--- config.mk ---
export PLATFORM = sky130hd
export DESIGN_NAME = line_alarm_regs
export DESIGN_NICKNAME = d
export VERILOG_FILES = /design/src/rtl/lar_pkg.sv /design/src/rtl/lar_ctrl.sv /design/src/rtl/lar_data.sv /design/src/rtl/line_alarm_regs.sv
export SDC_FILE = /design/constraint.sdc
export NUM_CORES = 1
export LEC_CHECK = 0
export BUFFER_PORTS_ARGS = -buffer_cell sky130_fd_sc_hd__buf_2
export CELL_PAD_IN_SITES_DETAIL_PLACEMENT = 1
export CELL_PAD_IN_SITES_GLOBAL_PLACEMENT = 1
export CORE_UTILIZATION = 50
export CTS_BUF_LIST = sky130_fd_sc_hd__clkbuf_8
export DETAILED_ROUTE_END_ITERATION = 16
export PLACE_DENSITY_LB_ADDON = 0.3
export REMOVE_ABC_BUFFERS = 1
export SYNTH_ARGS = -nofsm -noshare
export SYNTH_HDL_FRONTEND = slang
export SYNTH_SLANG_ARGS = --single-unit
--- constraint.sdc ---
create_clock -name clk -period 3.8 [get_ports clk]
set_input_delay 0.38 -clock clk [delete_from_list [all_inputs] [get_ports clk]]
set_output_delay 0.38 -clock clk [all_outputs]
set_load 0.05 [all_outputs]
--- src/rtl/lar_pkg.sv ---
package lar_pkg;
  localparam int CH_NUM    = 7;
  localparam int REG_W     = 8;
  localparam int ADDR_W    = 4;
  localparam int CTRL_BASE = 6;
  localparam int SYNC_LEN  = 2;
  localparam int LEN_W     = 3;
  localparam int IDX_W     = $clog2(CH_NUM);
  localparam int RAW_W     = 2 * CH_NUM + 1;

  // field positions inside a channel control register
  localparam int F_PD    = 0;
  localparam int F_CHMSK = 1;
  localparam int F_POL   = 2;
  localparam int F_LLOOP = 3;
  localparam int F_RLOOP = 4;
  localparam int F_LEN   = 5;

  localparam logic [REG_W-1:0] CHAN_RST = 8'h07;

  typedef enum logic [2:0] {
    RD_NONE, RD_LOS, RD_LOTC, RD_MASK_SIG, RD_MASK_TX, RD_CHAN
  } rdSel_e;

  typedef struct packed {
    logic              wrMaskSig;
    logic              wrMaskTx;
    logic [CH_NUM-1:0] wrChan;
    rdSel_e            rdSel;
    logic [IDX_W-1:0]  chIdx;
  } strobe_t;
endpackage

--- src/rtl/lar_ctrl.sv ---
module lar_ctrl
  import lar_pkg::*;
#(
  parameter int AW   = ADDR_W,
  parameter int BASE = CTRL_BASE
) (
  input  logic [AW-1:0] busAddr,
  input  logic          busWrEn,
  output strobe_t       strb
);
  localparam int LAST = BASE + CH_NUM - 1;

  logic [AW-1:0] chOff;

  always_comb begin
    strb       = '0;
    strb.rdSel = RD_NONE;
    chOff      = busAddr - AW'(BASE);
    if (int'(busAddr) >= BASE && int'(busAddr) <= LAST) begin
      strb.rdSel                      = RD_CHAN;
      strb.chIdx                      = chOff[IDX_W-1:0];
      strb.wrChan[chOff[IDX_W-1:0]]   = busWrEn;
    end else begin
      case (int'(busAddr))
        0: strb.rdSel = RD_LOS;
        1: strb.rdSel = RD_LOTC;
        2: begin
          strb.rdSel     = RD_MASK_SIG;
          strb.wrMaskSig = busWrEn;
        end
        3: begin
          strb.rdSel    = RD_MASK_TX;
          strb.wrMaskTx = busWrEn;
        end
        default: strb.rdSel = RD_NONE;
      endcase
    end
  end
endmodule

--- src/rtl/lar_data.sv ---
module lar_data
  import lar_pkg::*;
#(
  parameter int NSYNC = SYNC_LEN
) (
  input  logic                    clk,
  input  logic                    rstN,
  input  strobe_t                 strb,
  input  logic [REG_W-1:0]        wrData,
  output logic [REG_W-1:0]        rdData,
  input  logic [CH_NUM-1:0]       sigLossIn,
  input  logic [CH_NUM-1:0]       txClkLossIn,
  input  logic                    mclkLossIn,
  output logic                    irqOut,
  output logic                    rxGateEn,
  output logic [CH_NUM*LEN_W-1:0] lineLenCode,
  output logic [CH_NUM-1:0]       remLoopEn,
  output logic [CH_NUM-1:0]       locLoopEn,
  output logic [CH_NUM-1:0]       polaritySel,
  output logic [CH_NUM-1:0]       powerDown
);
  logic [RAW_W-1:0] rawIn;
  logic [RAW_W-1:0] syncPipe [NSYNC];

  assign rawIn = {mclkLossIn, txClkLossIn, sigLossIn};

  for (genvar g = 0; g < NSYNC; g++) begin : g_sync
    if (g == 0) begin : g_first
      always_ff @(posedge clk or negedge rstN) begin
        if (!rstN) syncPipe[g] <= '0;
        else       syncPipe[g] <= rawIn;
      end
    end else begin : g_next
      always_ff @(posedge clk or negedge rstN) begin
        if (!rstN) syncPipe[g] <= '0;
        else       syncPipe[g] <= syncPipe[g-1];
      end
    end
  end

  logic [CH_NUM-1:0] sigStat, txStat, losStat;
  logic              mclkStat;

  assign sigStat  = syncPipe[NSYNC-1][CH_NUM-1:0];
  assign txStat   = syncPipe[NSYNC-1][2*CH_NUM-1:CH_NUM];
  assign mclkStat = syncPipe[NSYNC-1][RAW_W-1];
  // master-clock loss drags every signal-loss bit high
  assign losStat  = sigStat | {CH_NUM{mclkStat}};

  logic [CH_NUM-1:0] sigMask, txMask;
  logic              mclkMask, rxGate;

  always_ff @(posedge clk or negedge rstN) begin
    if (!rstN) begin
      sigMask  <= '1;
      rxGate   <= 1'b0;
      txMask   <= '1;
      mclkMask <= 1'b1;
    end else begin
      if (strb.wrMaskSig) {sigMask, rxGate}  <= wrData;
      if (strb.wrMaskTx)  {txMask, mclkMask} <= wrData;
    end
  end

  logic [REG_W-1:0]  chanReg [CH_NUM];
  logic [CH_NUM-1:0] chMask;

  for (genvar c = 0; c < CH_NUM; c++) begin : g_chan
    always_ff @(posedge clk or negedge rstN) begin
      if (!rstN)              chanReg[c] <= CHAN_RST;
      else if (strb.wrChan[c]) chanReg[c] <= wrData;
    end
    assign lineLenCode[c*LEN_W +: LEN_W] = chanReg[c][F_LEN +: LEN_W];
    assign remLoopEn[c]   = chanReg[c][F_RLOOP];
    assign locLoopEn[c]   = chanReg[c][F_LLOOP];
    assign polaritySel[c] = chanReg[c][F_POL];
    assign chMask[c]      = chanReg[c][F_CHMSK];
    assign powerDown[c]   = chanReg[c][F_PD];
  end

  assign rxGateEn = rxGate;

  logic [CH_NUM-1:0] chAlarm;
  logic              irqNext;

  assign chAlarm = ((losStat & ~sigMask) | (txStat & ~txMask)) & ~chMask;
  assign irqNext = (|chAlarm) | (mclkStat & ~mclkMask);

  always_ff @(posedge clk or negedge rstN) begin
    if (!rstN) irqOut <= 1'b0;
    else       irqOut <= irqNext;
  end

  always_comb begin
    case (strb.rdSel)
      RD_LOS:      rdData = {losStat, 1'b0};
      RD_LOTC:     rdData = {txStat, mclkStat};
      RD_MASK_SIG: rdData = {sigMask, rxGate};
      RD_MASK_TX:  rdData = {txMask, mclkMask};
      RD_CHAN:     rdData = (int'(strb.chIdx) < CH_NUM) ? chanReg[strb.chIdx] : '0;
      default:     rdData = '0;
    endcase
  end
endmodule

--- src/rtl/line_alarm_regs.sv ---
module line_alarm_regs
  import lar_pkg::*;
(
  input  logic        clk,
  input  logic        rstN,
  input  logic [3:0]  busAddr,
  input  logic        busWrEn,
  input  logic [7:0]  busWrData,
  output logic [7:0]  busRdData,
  input  logic [6:0]  sigLossIn,
  input  logic [6:0]  txClkLossIn,
  input  logic        mclkLossIn,
  output logic        irqOut,
  output logic        rxGateEn,
  output logic [20:0] lineLenCode,
  output logic [6:0]  remLoopEn,
  output logic [6:0]  locLoopEn,
  output logic [6:0]  polaritySel,
  output logic [6:0]  powerDown
);
  strobe_t strb;

  lar_ctrl #(.AW(ADDR_W), .BASE(CTRL_BASE)) u_ctrl (
    .busAddr (busAddr),
    .busWrEn (busWrEn),
    .strb    (strb)
  );

  lar_data #(.NSYNC(SYNC_LEN)) u_data (
    .clk         (clk),
    .rstN        (rstN),
    .strb        (strb),
    .wrData      (busWrData),
    .rdData      (busRdData),
    .sigLossIn   (sigLossIn),
    .txClkLossIn (txClkLossIn),
    .mclkLossIn  (mclkLossIn),
    .irqOut      (irqOut),
    .rxGateEn    (rxGateEn),
    .lineLenCode (lineLenCode),
    .remLoopEn   (remLoopEn),
    .locLoopEn   (locLoopEn),
    .polaritySel (polaritySel),
    .powerDown   (powerDown)
  );
endmodule

==> flow_summary.json <==
{
  "run_status": "complete, but fails checks",
  "violations": "design-rule violations",
  "worstPathRequired_ns": 3.42,
  "drv_slew": 0,
  "synth_cell_types": 41,
  "grt_pass1_vias": 3441,
  "area_delta_synth_final_pct": 16.2,
  "layout_commonest_cell": "buf_2",
  "utilization_pct": 60.5,
  "cts-buffers-inserted": 9,
  "wire_per_inst_um": 21.8,
  "vias_per_cell": 5.97,
  "max_cap_viol_count": 0,
  "port-buffer-count": 88,
  "layout.nets": 451,
  "yosys-top-cells-area": "dfrtp_1, dfstp_2, mux2_2",
  "tightestPinTransition_ns": 1.04,
  "die_x_um": 97.8,
  "h-tree-depth": 3,
  "syn_avg_cell_area_um2": 13.9,
  "overflow": 0,
  "cp-end-kind": "primary output",
  "postCtsSetupBuffers": 0,
  "row_count": 34,
  "final_cell_mix": "buf_2, mux2_2, dfrtp_1, dfstp_2, o21ai_0",
  "cp_max_fo": 15,
  "fp.dieH_um": 97.8,
  "fin_skew_ns": 0.00807,
  "dp.cells": 513,
  "grt_use_total_pct": 25.7,
  "fin_setup_tns_ns": 0,
  "post-dp-hpwl_um": 7880,
  "routed_wl_um": 11500,
  "clkSlewWorstSetupHoldPaths_ns": 0.10,
  "period_share_pct": 80.2,
  "synth-seq-cells": 103,
  "stdcell_count": 529,
  "antenna_left": 0,
  "clk_path_buf_depth": 2,
  "hp-class": "in -> reg",
  "reg2regPathDepth": 4,
  "cts_tree": "yes",
  "start_kind": "primary input",
  "p_leak_nw": 2.40,
  "grt_first_pass_wirelength_um": 18500,
  "place_congestion": 0.791,
  "cts_sinks": 103,
  "ir_worst_vdd_v": 0.000431,
  "cts_resized": 0,
  "yosys_warnings": 0,
  "worstSetupPathType": "in -> out",
  "die_area_um2": 9560,
  "power_density_nw_per_um2": 660,
  "synth_cells": 330,
  "setup_viol": 0,
  "arrival_ns": 2.67,
  "drive_gt1_share_pct": 56.5,
  "diodes": 0,
  "syn_area_um2": 4590,
  "grt_setup_unrepaired": "no",
  "ctsHoldBuffers": 0,
  "cts-root-buf": "clkbuf_8",
  "num_vias": 3159,
  "ys_seq_area_share_pct": 57.2,
  "holdPathStages": 1,
  "antenna_found_initial": 0,
  "start_util_pct": 52.1,
  "io_pins": 89,
  "dr.pass1.iters": 10,
  "max_slew_margin_pct": 30.5,
  "drtIter0Drc": 127,
  "fmax_ghz": 0.328,
  "min_period_ns": 3.05,
  "grt_max_degree": 83,
  "synth_top_area_share_pct": 36.6,
  "core_area_um2": 8810,
  "hold_viol_final": 0,
  "worstSkewPairLatency_ns": 0.36,
  "synth_top_area_cell": "dfrtp_1",
  "drc": 8
}
[synthesized netlist by cell type]
library cell,number
mux2_2,71
buf_2,6
ha_1,5
a21oi_1,6
clkbuf_2,1
nand2b_1,7
mux4_2,7
a211oi_1,2
a311oi_2,1
dfstp_2,36
buf_6,2
nand2_1,10
nand3_2,1
a32oi_1,8
buf_4,2
or3_1,1
a221o_1,1
o211ai_1,2
o31ai_1,1
or4_1,1
o22ai_1,4
mux4_1,1
a31o_2,6
nand4_2,3
mux2_1,1
nor3_4,1
a31o_1,1
mux2i_1,8
a2bb2oi_1,7
inv_1,12
and3_1,1
clkbuf_1,6
or2_0,1
and2_1,2
dfrtp_1,67
nand2_2,3
nor2_1,10
nor3b_2,1
nor2b_1,2
nand3_1,1
o21ai_0,21
[power breakdown]
part           switching (mW)  total (mW)  internal [mW]
clock network           0.391       0.770          0.379
registers               0.165        1.55           1.38
logic                   0.825        1.20          0.377
[layer usage]
layer	vias up	part of all wire [%]	GRT usage (%)
li1	1377	-	-
met1	1665	42	31.8
met2	96	51	44.7
met3	21	5.3	4.80
met4	0	1.8	9.79
met5	-	0	0
[critical path: stages]
cell and delay (ns):
buf_2 0.29, inv_1 0.18, ha_1 0.53, buf_4 0.24, mux4_2 0.50, nand2b_1 0.15, a31o_1 0.18, buf_2 0.21
[cell families (layout without fill, tap and decap cells)]
group                      count (synthesis)  in the layout  share of synthesized area, %
AOI/OAI and AO/OA                         60             60                          9.06
adders and majority gates                  5              5                          1.36
buffers and inverters                     29            120                          3.06
DFF                                      103            103                          57.2
muxes                                     88             88                          23.4
and+or+nand+nor                           45             45                          5.89
[layout make-up]
class                           count  area, um2
Multi-Input combinational cell    198       1820
Sequential cell                   103       2620
Inverter                           12       45.0
Clock buffer                        9        124
Timing Repair Buffer               92        473
Clock inverter                      7        105
Fill cell                         904       3480
Tap cell                          108        135
[flip-flops by register name, summed over array words and instances (netlist names)]
name and flops:
u_data.syncPipe 22, u_data.lineLenCode 21, u_data.chMask 7, u_data.locLoopEn 7, u_data.polaritySel 7, u_data.powerDown 7
u_data.remLoopEn 7, u_data.sigMask 7, u_data.sigStat 7, u_data.txMask 7, u_data.irqOut 1, u_data.mclkMask 1
u_data.mclkStat 1, u_data.rxGateEn 1
[final timing paths]
kind	slack [ns]	startpoint	endpoint
max in group asynchronous	2.79	rstN	u_data.polaritySel[3]
worst min register to register	0.36	u_data.syncPipe[26]	u_data.syncPipe[11]
worst max register to register	2.07	u_data.mclkStat	u_data.irqOut
min in group asynchronous	0.16	rstN	u_data.lineLenCode[9]
worst max-delay path	0.75	busAddr[1]	busRdData[5]
worst min-delay path	0.11	sigLossIn[5]	u_data.syncPipe[20]
[per-stage QoR]
stage	power [mW]	setup slack [ns]	hold WS [ns]	cell area, um2
2_1_floorplan	2.42	0.772	0.0844	4490
3_3_place_gp	2.72	0.807	0.333	5100
3_5_place_dp	2.76	0.746	0.336	5100
4_1_cts	3.54	0.769	0.0955	5330
5_1_grt	3.66	0.586	0.0897	5330
6_report	3.52	0.751	0.110	5330
Note: power is estimated with default switching activity, not from simulation.
